==> config.mk <==
export PLATFORM = sky130hd
export DESIGN_NAME = vmask_first_unit
export DESIGN_NICKNAME = d
export VERILOG_FILES = /design/src/rtl/vff_pkg.sv /design/src/rtl/vff_decode.sv /design/src/rtl/vff_qualify.sv /design/src/rtl/vff_first.sv /design/src/rtl/vmask_first_unit.sv
export SDC_FILE = /design/constraint.sdc
export NUM_CORES = 1
export LEC_CHECK = 0
export ABC_AREA = 0
export BUFFER_PORTS_ARGS = -buffer_cell sky130_fd_sc_hd__buf_2
export CAP_MARGIN = 0
export CORE_AREA = 8 8 141 143
export CTS_CLUSTER_DIAMETER = 40
export DETAILED_ROUTE_END_ITERATION = 16
export DIE_AREA = 0 0 149 151
export PLACE_DENSITY = 0.72
export SLEW_MARGIN = 15
export SYNTH_ARGS = -nofsm -noshare
export SYNTH_HDL_FRONTEND = slang
export SYNTH_SLANG_ARGS = --single-unit
==> constraint.sdc <==
create_clock -name clk -period 3.4 [get_ports clk]
set_clock_uncertainty 0.15 [all_clocks]
set_input_delay 1.02 -clock clk [delete_from_list [all_inputs] [get_ports clk]]
set_output_delay 1.02 -clock clk [all_outputs]
set_load 0.005 [all_outputs]
==> src/rtl/vff_pkg.sv <==
package vff_pkg;
    localparam logic [5:0] FFS_FUNCT6 = 6'b010101;
    localparam logic [2:0] FFS_FUNCT3 = 3'b010;
    localparam logic [6:0] FFS_OPCODE = 7'b1010111;

    typedef struct packed {
        logic       hit;
        logic       unmasked;
        logic [4:0] rd;
        logic [4:0] rs2;
    } op_fields_t;
endpackage

==> src/rtl/vff_decode.sv <==
module vff_decode
    import vff_pkg::*;
(
    input  logic [31:0] insn,
    output op_fields_t  fields
);
    always_comb begin
        fields.hit      = (insn[31:26] == FFS_FUNCT6) &&
                          (insn[14:12] == FFS_FUNCT3) &&
                          (insn[6:0]   == FFS_OPCODE);
        fields.unmasked = insn[25];
        fields.rd       = insn[11:7];
        fields.rs2      = insn[24:20];
    end
endmodule

==> src/rtl/vff_qualify.sv <==
module vff_qualify #(
    parameter int VLEN = 128,
    parameter int MLOG = 6,
    localparam int NE  = VLEN,
    localparam int VLW = $clog2(VLEN + 1),
    localparam int MW  = $clog2(MLOG + 1)
) (
    input  logic [VLEN-1:0] src_mask,
    input  logic [VLEN-1:0] pred_mask,
    input  logic [VLW-1:0]  vl,
    input  logic [MW-1:0]   mlen_log2,
    input  logic            unmasked,
    output logic [NE-1:0]   qual
);
    for (genvar e = 0; e < NE; e++) begin : g_elem
        logic [MLOG:0] src_c;
        logic [MLOG:0] pred_c;
        logic          src_bit;
        logic          pred_bit;
        localparam logic [VLW-1:0] EIDX = VLW'(e);

        for (genvar k = 0; k <= MLOG; k++) begin : g_stride
            if (e * (2 ** k) < VLEN) begin : g_in
                assign src_c[k]  = src_mask[e * (2 ** k)];
                assign pred_c[k] = pred_mask[e * (2 ** k)];
            end else begin : g_out
                assign src_c[k]  = 1'b0;
                assign pred_c[k] = 1'b0;
            end
        end

        always_comb begin
            src_bit  = 1'b0;
            pred_bit = 1'b0;
            if (int'(mlen_log2) <= MLOG) begin
                src_bit  = src_c[mlen_log2];
                pred_bit = pred_c[mlen_log2];
            end
        end

        assign qual[e] = (EIDX < vl) && src_bit && (unmasked || pred_bit);
    end
endmodule

==> src/rtl/vff_first.sv <==
module vff_first #(
    parameter int NE = 128,
    localparam int IW = $clog2(NE)
) (
    input  logic          clk,
    input  logic          rst_n,
    input  logic [NE-1:0] qual,
    output logic          found,
    output logic [IW-1:0] idx
);
    always_comb begin
        found = |qual;
        idx   = '0;
        for (int i = NE - 1; i >= 0; i--) begin
            if (qual[i]) idx = IW'(i);
        end
    end

    assert_hit_bit_set_R6: assert property (@(posedge clk) disable iff (!rst_n)
        found |-> qual[idx]);

    assert_nothing_lower_R6: assert property (@(posedge clk) disable iff (!rst_n)
        found |-> ((qual & ((NE'(1) << idx) - NE'(1))) == '0));
endmodule

==> src/rtl/vmask_first_unit.sv <==
module vmask_first_unit
    import vff_pkg::*;
#(
    parameter int VLEN = 128,
    parameter int MLOG = 6,
    parameter int XLEN = 64,
    localparam int NE  = VLEN,
    localparam int IW  = $clog2(NE),
    localparam int VLW = $clog2(VLEN + 1),
    localparam int MW  = $clog2(MLOG + 1)
) (
    input  logic            clk,
    input  logic            rst_n,
    input  logic            start,
    input  logic [31:0]     insn,
    input  logic [VLW-1:0]  vl,
    input  logic [MW-1:0]   mlen_log2,
    input  logic [VLEN-1:0] src_mask,
    input  logic [VLEN-1:0] pred_mask,
    output logic [4:0]      src_vreg,
    output logic            done,
    output logic [XLEN-1:0] result,
    output logic [4:0]      dest_reg
);
    typedef struct packed {
        logic            done;
        logic [XLEN-1:0] result;
        logic [4:0]      rd;
    } state_t;

    op_fields_t      fields;
    logic [NE-1:0]   qual;
    logic            found;
    logic [IW-1:0]   idx;
    logic            accept;
    state_t          state_d, state_q;

    vff_decode u_decode (
        .insn   (insn),
        .fields (fields)
    );

    vff_qualify #(.VLEN(VLEN), .MLOG(MLOG)) u_qualify (
        .src_mask  (src_mask),
        .pred_mask (pred_mask),
        .vl        (vl),
        .mlen_log2 (mlen_log2),
        .unmasked  (fields.unmasked),
        .qual      (qual)
    );

    vff_first #(.NE(NE)) u_first (
        .clk   (clk),
        .rst_n (rst_n),
        .qual  (qual),
        .found (found),
        .idx   (idx)
    );

    assign accept = start && fields.hit;

    always_comb begin
        state_d      = state_q;
        state_d.done = accept;
        if (accept) begin
            state_d.result = found ? XLEN'(idx) : '1;
            state_d.rd     = fields.rd;
        end
    end

    always_ff @(posedge clk or negedge rst_n) begin
        if (!rst_n) state_q <= '0;
        else        state_q <= state_d;
    end

    assign src_vreg = fields.rs2;
    assign done     = state_q.done;
    assign result   = state_q.result;
    assign dest_reg = state_q.rd;

    assert_done_after_accept_R2: assert property (@(posedge clk) disable iff (!rst_n)
        (start && insn[31:26] == 6'b010101 && insn[14:12] == 3'b010 &&
         insn[6:0] == 7'b1010111) |=> done);

    assert_no_done_on_reject_R1: assert property (@(posedge clk) disable iff (!rst_n)
        !(start && fields.hit) |=> !done);

    assert_empty_length_R7: assert property (@(posedge clk) disable iff (!rst_n)
        (accept && vl == '0) |=> (result == '1));

    assert_index_below_vl_R4: assert property (@(posedge clk) disable iff (!rst_n)
        (done && result != '1) |-> (result < XLEN'($past(vl))));

    assert_hold_when_idle_R9: assert property (@(posedge clk) disable iff (!rst_n)
        !done |-> ($stable(result) && $stable(dest_reg)));
endmodule

# Word-level counts from Yosys, hierarchy flattened
# Index checks and enable logic that the tools add are counted.
# totals
regBits	70
inputBits	302
out_inout_bits	75
elab_cells	1421
# op_classes
n_lt_le_gt_ge	130
n_eq_ne	3
muxes	897
n_reduce_logical	388
# op_table
operator	n
7-bit 2-to-1 mux	128
1-bit binary-select mux with 3-bit select	256
7-bit by 8-bit less-than comparator with 1-bit output (first input constant)	64
1-bit 2-to-1 mux	512
1-bit logical AND	259
6-bit by 8-bit less-than comparator with 1-bit output (first input constant)	32
1-bit logical OR	128
5-bit by 8-bit less-than comparator with 1-bit output (first input constant)	16
128-bit OR reduction	1
4-bit by 8-bit less-than comparator with 1-bit output (first input constant)	8
64-bit 2-to-1 mux	1
3-bit by 8-bit less-than comparator with 1-bit output (first input constant)	4
1-bit by 8-bit less-than comparator with 1-bit output (first input constant)	2
2-bit by 8-bit less-than comparator with 1-bit output (first input constant)	2
7-bit == test (second input constant)	1
6-bit by 5-bit == test with 1-bit output (second input constant)	1
3-bit by 4-bit less-than comparator with 1-bit output (second input constant)	1
3-bit by 2-bit == test with 1-bit output (second input constant)	1
3-bit less-or-equal comparator (second input constant)	1

# Depth between registers and ports, before layout
# Gate-level depths: netlist of run 1.
# depth
ltp_word	134
mapped_depth	16

# Modules after synthesis
# From an unflattened synthesis of run 1, not the netlist that was laid out.
# hier_totals
cells_unflattened	1029
hier_area_um2	6478.7
# by_module_without_submodules
mod	n_inst	cells_per_inst	area_per_inst_um2	seq_area_each_um2
vff_qualify	1	609	3642.2	0.0
vff_first	1	300	1697.9	0.0
vmask_first_unit	1	104	1001.0	350.3
vff_decode	1	16	137.6	0.0

# Least setup slack after synthesis of run 1
# OpenSTA, ideal clock, no wires.
# synth_timing
path_kind	input to register
from	in mlen_log2[2]
to	reg state_q (netlist bit result[2])
setup_ns	0.082
t_arrival_ns	3.438
slack_ns	-0.270
path_stages	12
n_path_buf	2
cell_sequence	clkbuf_1 -> or3_1 -> or3_1 -> buf_6 -> a311oi_4 -> nor3_2 -> a2111oi_4 -> o221ai_1 -> a21oi_1 -> o32ai_1 -> a31o_1 -> a31oi_1
# synth_via
elab_chain_cells	134
word_cells_on_any_way	1283
cone_classes	order compare (1); mux (897); reduce/logical (385)
# synth_lines
item	line	rtl
from (decl)	vmask_first_unit.sv:17	input logic [MW-1:0] mlen_log2,
1-bit binary-select mux with 3-bit select, on equally long branches	vff_qualify.sv:36, vff_qualify.sv:37	
1-bit 2-to-1 mux, on equally long branches	vff_qualify.sv:36, vff_qualify.sv:37	
1-bit 2-to-1 mux	vff_qualify.sv:35	if (int'(mlen_log2) <= MLOG) begin
1-bit logical AND / 1-bit logical OR (equally long branches)	vff_qualify.sv:41	assign qual[e] = (EIDX < vl) && src_bit && (unmasked || pred_bit);
1-bit logical AND	vff_qualify.sv:41	
7-bit 2-to-1 mux (128 in a row)	vff_first.sv:15	if (qual[i]) idx = IW'(i);
64-bit 2-to-1 mux *	vmask_first_unit.sv:66	state_d.result = found ? XLEN'(idx) : '1;
to (signal assigned)	vmask_first_unit.sv:73	else state_q <= state_d;
to (decl)	vmask_first_unit.sv:36	state_t state_d, state_q;
# Mark *: on every way between the ends. The rest lies on a longest branch, timed or not. The select of a mux whose other input is x is not followed.
# A chain may end at the register's enable or synchronous reset.

# Worst setup path in the final report of run 1
# layout_timing
from	in vl[1]
to	reg state_q (netlist bit result[0])
# layout_via
elab_chain_cells	132
word_cells_on_any_way	514
cone_classes	order compare (128); mux (129); reduce/logical (257)
# layout_lines
item	line	rtl
from (decl)	vmask_first_unit.sv:16	input logic [VLW-1:0] vl,
7-bit by 8-bit less-than comparator with 1-bit output	vff_qualify.sv:41	
1-bit logical AND (2 in a row)	vff_qualify.sv:41	
7-bit 2-to-1 mux (128 in a row)	vff_first.sv:15	
64-bit 2-to-1 mux *	vmask_first_unit.sv:66	
# Mark *: on every way between the ends. The rest lies on a longest branch, timed or not.

==> results of run 1 <==
## worst max-delay path: stages
cell	delay, ps
buf_4	140
buf_6	140
buf_4	160
buf_4	140
a21o_1	220
nand2_2	170
a21oi_1	270
o21ba_2	180
o22ai_1	90
a221oi_1	330
nand2b_1	170
nand3_2	110
a311oi_2	370
buf_4	180
o21ai_0	60
## metal layers
layer	GRT usage, %	up-vias	wire, um
met1	42.5	5535	16700
met5	0	-	14
met2	67.5	833	21400
met3	6.45	215	4210
li1	-	5457	-
met4	24.8	2	3270
## worst paths after layout
kind / start / cells after the start / to / slack [ps]
max in group asynchronous: rst_n / 1 / result[6]$_DFFE_PN0P_ / 2340
worst min-delay path: dest_reg[4]$_DFFE_PN0P_ / 1 / dest_reg[4]$_DFFE_PN0P_ / 350
worst max register to register: result[0]$_DFFE_PN0P_ / 4 / result[0]$_DFFE_PN0P_ / 2200
worst min register to register: dest_reg[4]$_DFFE_PN0P_ / 1 / dest_reg[4]$_DFFE_PN0P_ / 350
worst max-delay path: vl[1] / 15 / result[0]$_DFFE_PN0P_ / -370
min in group asynchronous: rst_n / 1 / dest_reg[3]$_DFFE_PN0P_ / 510
## logic make-up (layout without fill, tap and decap cells)
| logic type | Yosys count | in the layout | synth area share (%) |
|---|---|---|---|
| flops | 14 | 14 | 5.04 |
| compound gates | 496 | 496 | 45.5 |
| simple gates | 323 | 323 | 24.1 |
| fa+ha+maj | 1 | 1 | 0.144 |
| other cells | 0 | 1 | 0 |
| buf+inv | 155 | 847 | 13.5 |
| mux | 71 | 71 | 11.7 |
## synth_stat cells (all sizes together), types with 7 or more instances
library cell  count  area (um^2)
o21ai           189          946
buf             116          790
a21oi           102          514
nor2             76          285
nand2            75          282
mux2i            51          510
nand3            39          195
o211ai           39          293
nor3             30          160
clkbuf           23         86.3
a31oi            16          100
dfrtp            14          350
inv              14         52.6
nand2b           14         87.6
o2111ai          14          123
a211oi           13          110
mux2             13          146
nand4            11         68.8
o22ai            11         68.8
a22oi             9         67.6
nor2b             9         56.3
and3              8         50.1
nor4              8         65.1
a21o              7         52.6
mux4              7          158
nand3b            7         52.6
o221ai            7         61.3
or2               7         43.8
## final cells by class
type	count	area, um^2
multi-input combinational	891	6530
timing repair buffer	827	5750
tap	229	287
fill	1417	4590
sequential	14	350
antenna	1	2.50
clock buffer	4	88.8
inverter	16	63.8
## power groups by stage
stage | logic, uW | registers (uW) | clock network (uW)
4_1_cts | 1730 | 178 | 246
6_report | 1840 | 178 | 246
5_1_grt | 1930 | 177 | 261
3_5_place_dp | 1540 | 179 | 0
2_1_floorplan | 683 | 179 | 0
3_3_place_gp | 1530 | 178 | 0
## stage by stage
stage / std cells / worst slack (ps) / total power, uW / util, %
2_1_floorplan: 1060 / -212 / 862 / -
3_3_place_gp: 1911 / -819 / 1710 / 64.7
6_report: 1982 / -369 / 2260 / 74.0
5_1_grt: 1982 / -366 / 2370 / 74.0
3_5_place_dp: 1911 / -854 / 1720 / 64.7
4_1_cts: 1965 / -231 / 2150 / 72.2
## what timing repair did
action                                  in CTS  in global routing
gates cloned                                 6                  1
hold endpoints to repair                     0                  0
pin swaps                                   62                 32
hold buffers                                 0                  0
endpoints found under the setup margin       8                  8
setup buffers                               46                 15
resized for setup                          206                 54
==> impl_metrics.ini, run 1 <==
[worst_setup_path]
worstPathRequired_ps = 3370
end_kind = flip-flop
path_max_fanout = 8
worstSetupPathType = primary input to flip-flop
start_kind = primary input
crit_arrival_ps = 3740

[global_routing]
grt.total_usage_pct = 38.5
grt_pass1_wl_mm = 67.0
grt_max_degree = 58
antenna_found_initial = 2
grt-ovfl-total = 0
first_global_vias = 12151

[drt]
routed_wl_mm = 45.7
drc = 0
firstDrtPassIters = 6
vias = 12042
wl_per_cell_um = 23.0
first_iter_violations = 1076
ant_nets = 0
via_per_inst = 6.08

[place]
hpwl_mm = 37.1
placedInstanceArea_um2 = 11400
routabilityCongestion = 1.04
port_buffers = 361

[timing]
whs_ps = 349
tns_ps = -2190
fin_crit_ps = 3770
final.period_utilization_pct = 111
slew_headroom_pct = 61.1
max_freq_mhz = 265
fin_ws_ps = -369
worst_pin_slew_ps = 568
setup_viol = 8
rsz0062_at_grt = yes
hold_violations = 0
slew_violations = 0

[synthesis]
netlist_area_um2 = 6950
synth_nets = 1362
syn-instance-count = 1060
seq_area_frac_synth_pct = 5.04
ys_async_sr_fraction_pct = 100
synth_cell_types = 83
synth_edf_count = 0
ys_seq_elements = 14
ys.flop_type = dfrtp_1
syn_avg_cell_area_um2 = 6.56
ys_warn_count = 0

[clocking]
clk_pin_slew_ps = 50
cts_buffers = 3
clk_path_buf_depth = 2
tritoncts = built
clk_latency_ps = 240
cts_sinks = 14
htreeDepth = 1
root_buffer = clkbuf_16

[final_layout]
drive_gt1_share_pct = 57.9
final_area_um2 = 13100
largest_register_ffs = 8
layout_commonest_cell = buf_4
final_net_count = 2055
syn_to_final_growth_pct = 88.0
most-common-layout-cells = 420 x buf_4, 352 x buf_2, 131 x o21ai_0

[pwr]
switching_share_pct = 44.4
leakagePower_uw = 0.00633
vdd_drop_max_mv = 0.311
clkPwrFrac_pct = 10.9
comb_power_share_pct = 81.3
p_sw_uw = 1000
seqPwrFrac_pct = 7.9
internal_power_uw = 1260
power.density_nw_per_um2 = 173

[die]
fp-row-count = 49
io-pin-count = 377
core-area_um2 = 17700
die_h_um = 151
die_area_um2 = 22500
die_x_um = 149
start_util_pct = 39.4

[run_status]
status = finished with violations
violations = setup timing

[hold_path]
hold_path.class = flip-flop to flip-flop

[flow_run]
cap_violations = 0
Power figures use the tool's default switching activity.
==> inputs of run 2 (changes only) <==
--- a/config.mk
+++ b/config.mk
@@ -13,6 +13,7 @@
 export DETAILED_ROUTE_END_ITERATION = 16
 export DIE_AREA = 0 0 149 151
 export PLACE_DENSITY = 0.72
+export RECOVER_POWER = 25
 export SLEW_MARGIN = 15
 export SYNTH_ARGS = -nofsm -noshare
 export SYNTH_HDL_FRONTEND = slang
==> run 2 against run 1 <==
  * The flow still finishes with violations (setup timing)
  * Clock power is essentially flat
  * Global-route usage is the same
  * Count of clock-buffer cells in the layout is the same
  * Routed wire length grew 0.11%
  * Sequential cell count is the same
  * Final cell count is the same
  * Core utilization shrank 0.057 points
  * First-iteration DRC count grew 3.9%
  * Total power is essentially flat
  * Sequential share of layout area is essentially flat
  * Critical path type unchanged
==> impl_metrics.ini, run 2 (synthesis results as in run 1) <==
[place]
hpwl_mm = 37.1
routabilityCongestion = 1.04
port_buffers = 361
dp.cells = 1911
place_ws_ps = -854

[timing]
setup_viol = 8
slew_violations = 0
hold_violations = 0
tns_ps = -2090
rsz0062_at_grt = yes
worst_pin_slew_ps = 752
fin_crit_ps = 3680
max_freq_mhz = 272
fin_ws_ps = -282
final.period_utilization_pct = 108
slew_headroom_pct = 49.9

[global_routing]
first_global_vias = 12151
grt.total_usage_pct = 38.5
grt_max_degree = 58
grt_pass1_wl_mm = 67.0
antenna_found_initial = 2
grt-ovfl-total = 0

[clocking]
htreeDepth = 1
cts_sinks = 14
tritoncts = built
root_buffer = clkbuf_16
cts_buffers = 3
clk_latency_ps = 240
clk_path_buf_depth = 2
clk_pin_slew_ps = 50

[worst_setup_path]
path_max_fanout = 8
start_kind = primary input
worstSetupPathType = primary input to flip-flop
critical_path.startpoint = mlen_log2[0]
end_kind = flip-flop
crit_path_max_incr_delay_ps = 580
crit_chain = buf_6, buf_6, inv_4, buf_12, buf_8, mux4_2, a211oi_4, or4_4, nor2b_4, and4_4, nand3_2, o31a_1, buf_4, a21oi_2
worstPathRequired_ps = 3420
r2r-start = result[0]$_DFFE_PN0P_
crit_buf_inv = 6
crit_family = simple AND/OR/NAND/NOR gates
crit_slowest_cell = or4_4
crit_arrival_ps = 3700
crit_top_cell = buf_6

[final_layout]
most-common-layout-cells = 420 x buf_4, 344 x buf_2, 131 x o21ai_0
final_net_count = 2055
multi_input_area_um2 = 6530
drive_gt1_share_pct = 57.4
n_fill_cell = 1419
syn_to_final_growth_pct = 87.9
largest_register_ffs = 8
stdcell_count = 1982
seqCellArea_um2 = 350
layout_commonest_cell = buf_4

[drt]
via_per_inst = 6.09
drc = 0
firstDrtPassIters = 7
ant_nets = 0
vias = 12075
first_iter_violations = 1118
routed_wl_mm = 45.7
wl_per_cell_um = 23.1

[die]
die_area_um2 = 22500
start_util_pct = 39.4
die_h_um = 151
io-pin-count = 377
fp-row-count = 49
core-area_um2 = 17700
die_x_um = 149

[run_status]
violations = setup timing
status = finished with violations

[hold_path]
hold_path.class = flip-flop to flip-flop
hp-start = dest_reg[4]$_DFFE_PN0P_

[pwr]
vdd_drop_max_mv = 0.310
power.density_nw_per_um2 = 173
leakagePower_uw = 0.00629
power_uw = 2260

[flow_run]
cap_violations = 0
## run 2: changes by cell type in the layout (fill, tap and decap cells not counted), sizes merged
cell,change
buf,-8
clkbuf,+8
## run 2: power by group
part           internal, uW  switching, uW
sequential              173           5.37
combinational           903            931
clock                   178           68.1
## run 2: through the flow
stage               hold slack [ps]  cell area, um^2  util, %
detailed placement              342            11400     64.7
CTS                             352            12700     72.2
global placement                333            11400     64.7
global route                    377            13100     74.0
floorplan                       355             7060        -
finish                          354            13100     74.0
## run 2: area by class of cell
class / count / area share [%]
sequential: 14 / 2.68
inverter: 16 / 0.489
multi-input combinational: 891 / 50.0
antenna: 1 / 0.0192
timing repair buffer: 827 / 44.0
tap: 229 / 2.19
clock buffer: 4 / 0.680
## run 2: final timing paths
path | to | slack, ps | cells after the start
setup / recovery | result[4]$_DFFE_PN0P_ | -280 | 14
setup reg to reg | result[0]$_DFFE_PN0P_ | 2200 | 4
min in group asynchronous | dest_reg[3]$_DFFE_PN0P_ | 670 | 1
hold / removal | dest_reg[4]$_DFFE_PN0P_ | 350 | 1
max in group asynchronous | result[6]$_DFFE_PN0P_ | 1960 | 1
hold reg to reg | dest_reg[4]$_DFFE_PN0P_ | 350 | 1
## run 2: per-layer routing
| layer | up-vias | track usage [%] | wire (um) |
|---|---|---|---|
| met5 | - | 0 | 14 |
| met4 | 2 | 24.8 | 3320 |
| met3 | 225 | 6.45 | 4100 |
| met2 | 838 | 67.5 | 21500 |
| met1 | 5548 | 42.5 | 16800 |
| li1 | 5462 | - | - |
## run 2: what timing repair did
action | 4_1_cts | 5_1_grt
setup buffers | 46 | 15
hold buffers | 0 | 0
pin swaps | 62 | 32
setup endpoints to repair | 8 | 8
gates resized for setup | 206 | 54
gates cloned | 6 | 1
==> inputs of run 3 (changes only) <==
--- a/config.mk
+++ b/config.mk
@@ -8,11 +8,11 @@
 export ABC_AREA = 0
 export BUFFER_PORTS_ARGS = -buffer_cell sky130_fd_sc_hd__buf_2
 export CAP_MARGIN = 0
-export CORE_AREA = 8 8 141 143
+export CORE_AREA = 8 8 140 142
 export CTS_CLUSTER_DIAMETER = 40
 export DETAILED_ROUTE_END_ITERATION = 16
-export DIE_AREA = 0 0 149 151
-export PLACE_DENSITY = 0.72
+export DIE_AREA = 0 0 148 150
+export PLACE_DENSITY = 0.76
 export RECOVER_POWER = 25
 export SLEW_MARGIN = 15
 export SYNTH_ARGS = -nofsm -noshare
==> constraint.sdc (replaced) <==
create_clock -name clk -period 3.3 [get_ports clk]
set_clock_uncertainty 0.15 [all_clocks]
set_input_delay 0.99 -clock clk [delete_from_list [all_inputs] [get_ports clk]]
set_output_delay 0.99 -clock clk [all_outputs]
set_load 0.005 [all_outputs]
==> run 3 against run 2 <==
  * Clock power about the same
  * The run still ends with setup timing left
  * Non-clock buffer count decreased by 39
  * Via count decreased by 2.1%
==> impl_metrics.ini, run 3 (synthesis results as in run 1) <==
[global_routing]
grt_pass1_wl_mm = 66.5
antenna_found_initial = 3
grt.total_usage_pct = 38.7
grt_max_degree = 58
grt-ovfl-total = 0
first_global_vias = 11796

[die]
fp-row-count = 49
die_h_um = 150
io-pin-count = 377
die_x_um = 148
start_util_pct = 39.6
die_area_um2 = 22200
core-area_um2 = 17500

[drt]
firstDrtPassIters = 6
first_iter_violations = 1067
wl_per_cell_um = 23.5
drc = 0
via_per_inst = 6.08
routed_wl_mm = 45.6
ant_nets = 0
vias = 11822

[place]
hpwl_mm = 39.1
port_buffers = 361
place_ws_ps = -915
dp.cells = 1912
routabilityCongestion = 1.02
placedInstanceArea_um2 = 11400

[worst_setup_path]
crit_arrival_ps = 3740
end_kind = flip-flop
start_kind = primary input
worstSetupPathType = primary input to flip-flop
worstPathRequired_ps = 3330
path_max_fanout = 15
r2r-start = result[0]$_DFFE_PN0P_
critical_path.startpoint = insn[25]

[timing]
hold_violations = 0
worst_pin_slew_ps = 727
slew_headroom_pct = 51.5
slew_violations = 0
fin_crit_ps = 3710
max_freq_mhz = 269
whs_ps = 356
rsz0062_at_grt = yes
fin_ws_ps = -411
tns_ps = -2700
setup_viol = 8
final.period_utilization_pct = 112

[clocking]
tritoncts = built
htreeDepth = 1
clk_path_buf_depth = 2
cts_sinks = 14
ctsHoldBuffers = 0
clk_latency_ps = 240
root_buffer = clkbuf_16
clk_pin_slew_ps = 40
cts_buffers = 3

[flow_run]
cap_violations = 0

[pwr]
leakagePower_uw = 0.00595
vdd_drop_max_mv = 0.290
power.density_nw_per_um2 = 181

[final_layout]
stdcell_count = 1943
final_net_count = 2016
most-common-layout-cells = 406 x buf_4, 344 x buf_2, 139 x o21ai_0
drive_gt1_share_pct = 53.4
final_area_um2 = 12200
syn_to_final_growth_pct = 75.5
layout_commonest_cell = buf_4
largest_register_ffs = 8

[hold_path]
hp-start = dest_reg[4]$_DFFE_PN0P_
hold_path.class = flip-flop to flip-flop

[run_status]
status = finished with violations
violations = setup timing
[run 3: changes by cell type in the layout (fill, tap and decap cells not counted), sizes merged]
cell    before  now
bufbuf       0    1
clkbuf      13   14
buf        818  777
[run 3: critical path: stages]
cell	delay [ps]
buf_4	160
buf_12	160
buf_12	130
o21ai_2	200
mux2i_1	180
buf_4	180
a22oi_1	180
nand4_1	230
o31ai_4	320
nor2b_4	200
nand3_2	120
o31a_1	380
a21oi_1	170
a31o_1	110
[run 3: cell type report]
| class | count | area, um^2 |
|---|---|---|
| tap | 229 | 287 |
| inverter | 16 | 61.3 |
| sequential | 14 | 350 |
| fill | 1526 | 5330 |
| timing repair buffer | 788 | 5230 |
| antenna | 1 | 2.50 |
| multi-input combinational | 891 | 6180 |
| clock buffer | 4 | 88.8 |
[run 3: worst paths after layout]
check | cells past startpoint | endpoint | slack [ps]
max in group asynchronous | 1 | result[6]$_DFFE_PN0P_ | 1910
min in group asynchronous | 1 | dest_reg[1]$_DFFE_PN0P_ | 630
max | 14 | result[1]$_DFFE_PN0P_ | -410
min reg2reg | 1 | dest_reg[4]$_DFFE_PN0P_ | 360
max reg2reg | 4 | result[0]$_DFFE_PN0P_ | 2160
min | 1 | dest_reg[4]$_DFFE_PN0P_ | 360
[run 3: what timing repair did]
action	4_1_cts	5_1_grt
buffers inserted	15	11
gates cloned	2	0
gates resized for setup	101	52
pin swaps	27	12
setup endpoints to repair	8	8
[run 3: layer usage]
metal  vias to the layer above  share of wire [%]  GRT usage [%]
met4                         4                8.8           29.3
met1                      5412                 35           40.3
met2                       806                 46           67.3
met5                         -              0.050              0
met3                       234                 10           8.98
li1                       5366                  -              -
[run 3: power by group]
part / switching, uW / internal [uW] / total [uW]
logic: 920 / 857 / 1780
clock network: 66.1 / 183 / 249
registers: 3.87 / 178 / 182
[run 3: metrics by stage]
step | utilization (%) | total power [uW]
after floorplan | - | 888
after global placement | 64.9 | 1770
after detailed placement | 64.9 | 1780
after CTS | 68.3 | 2120
after global routing | 69.6 | 2320
final | 69.6 | 2210
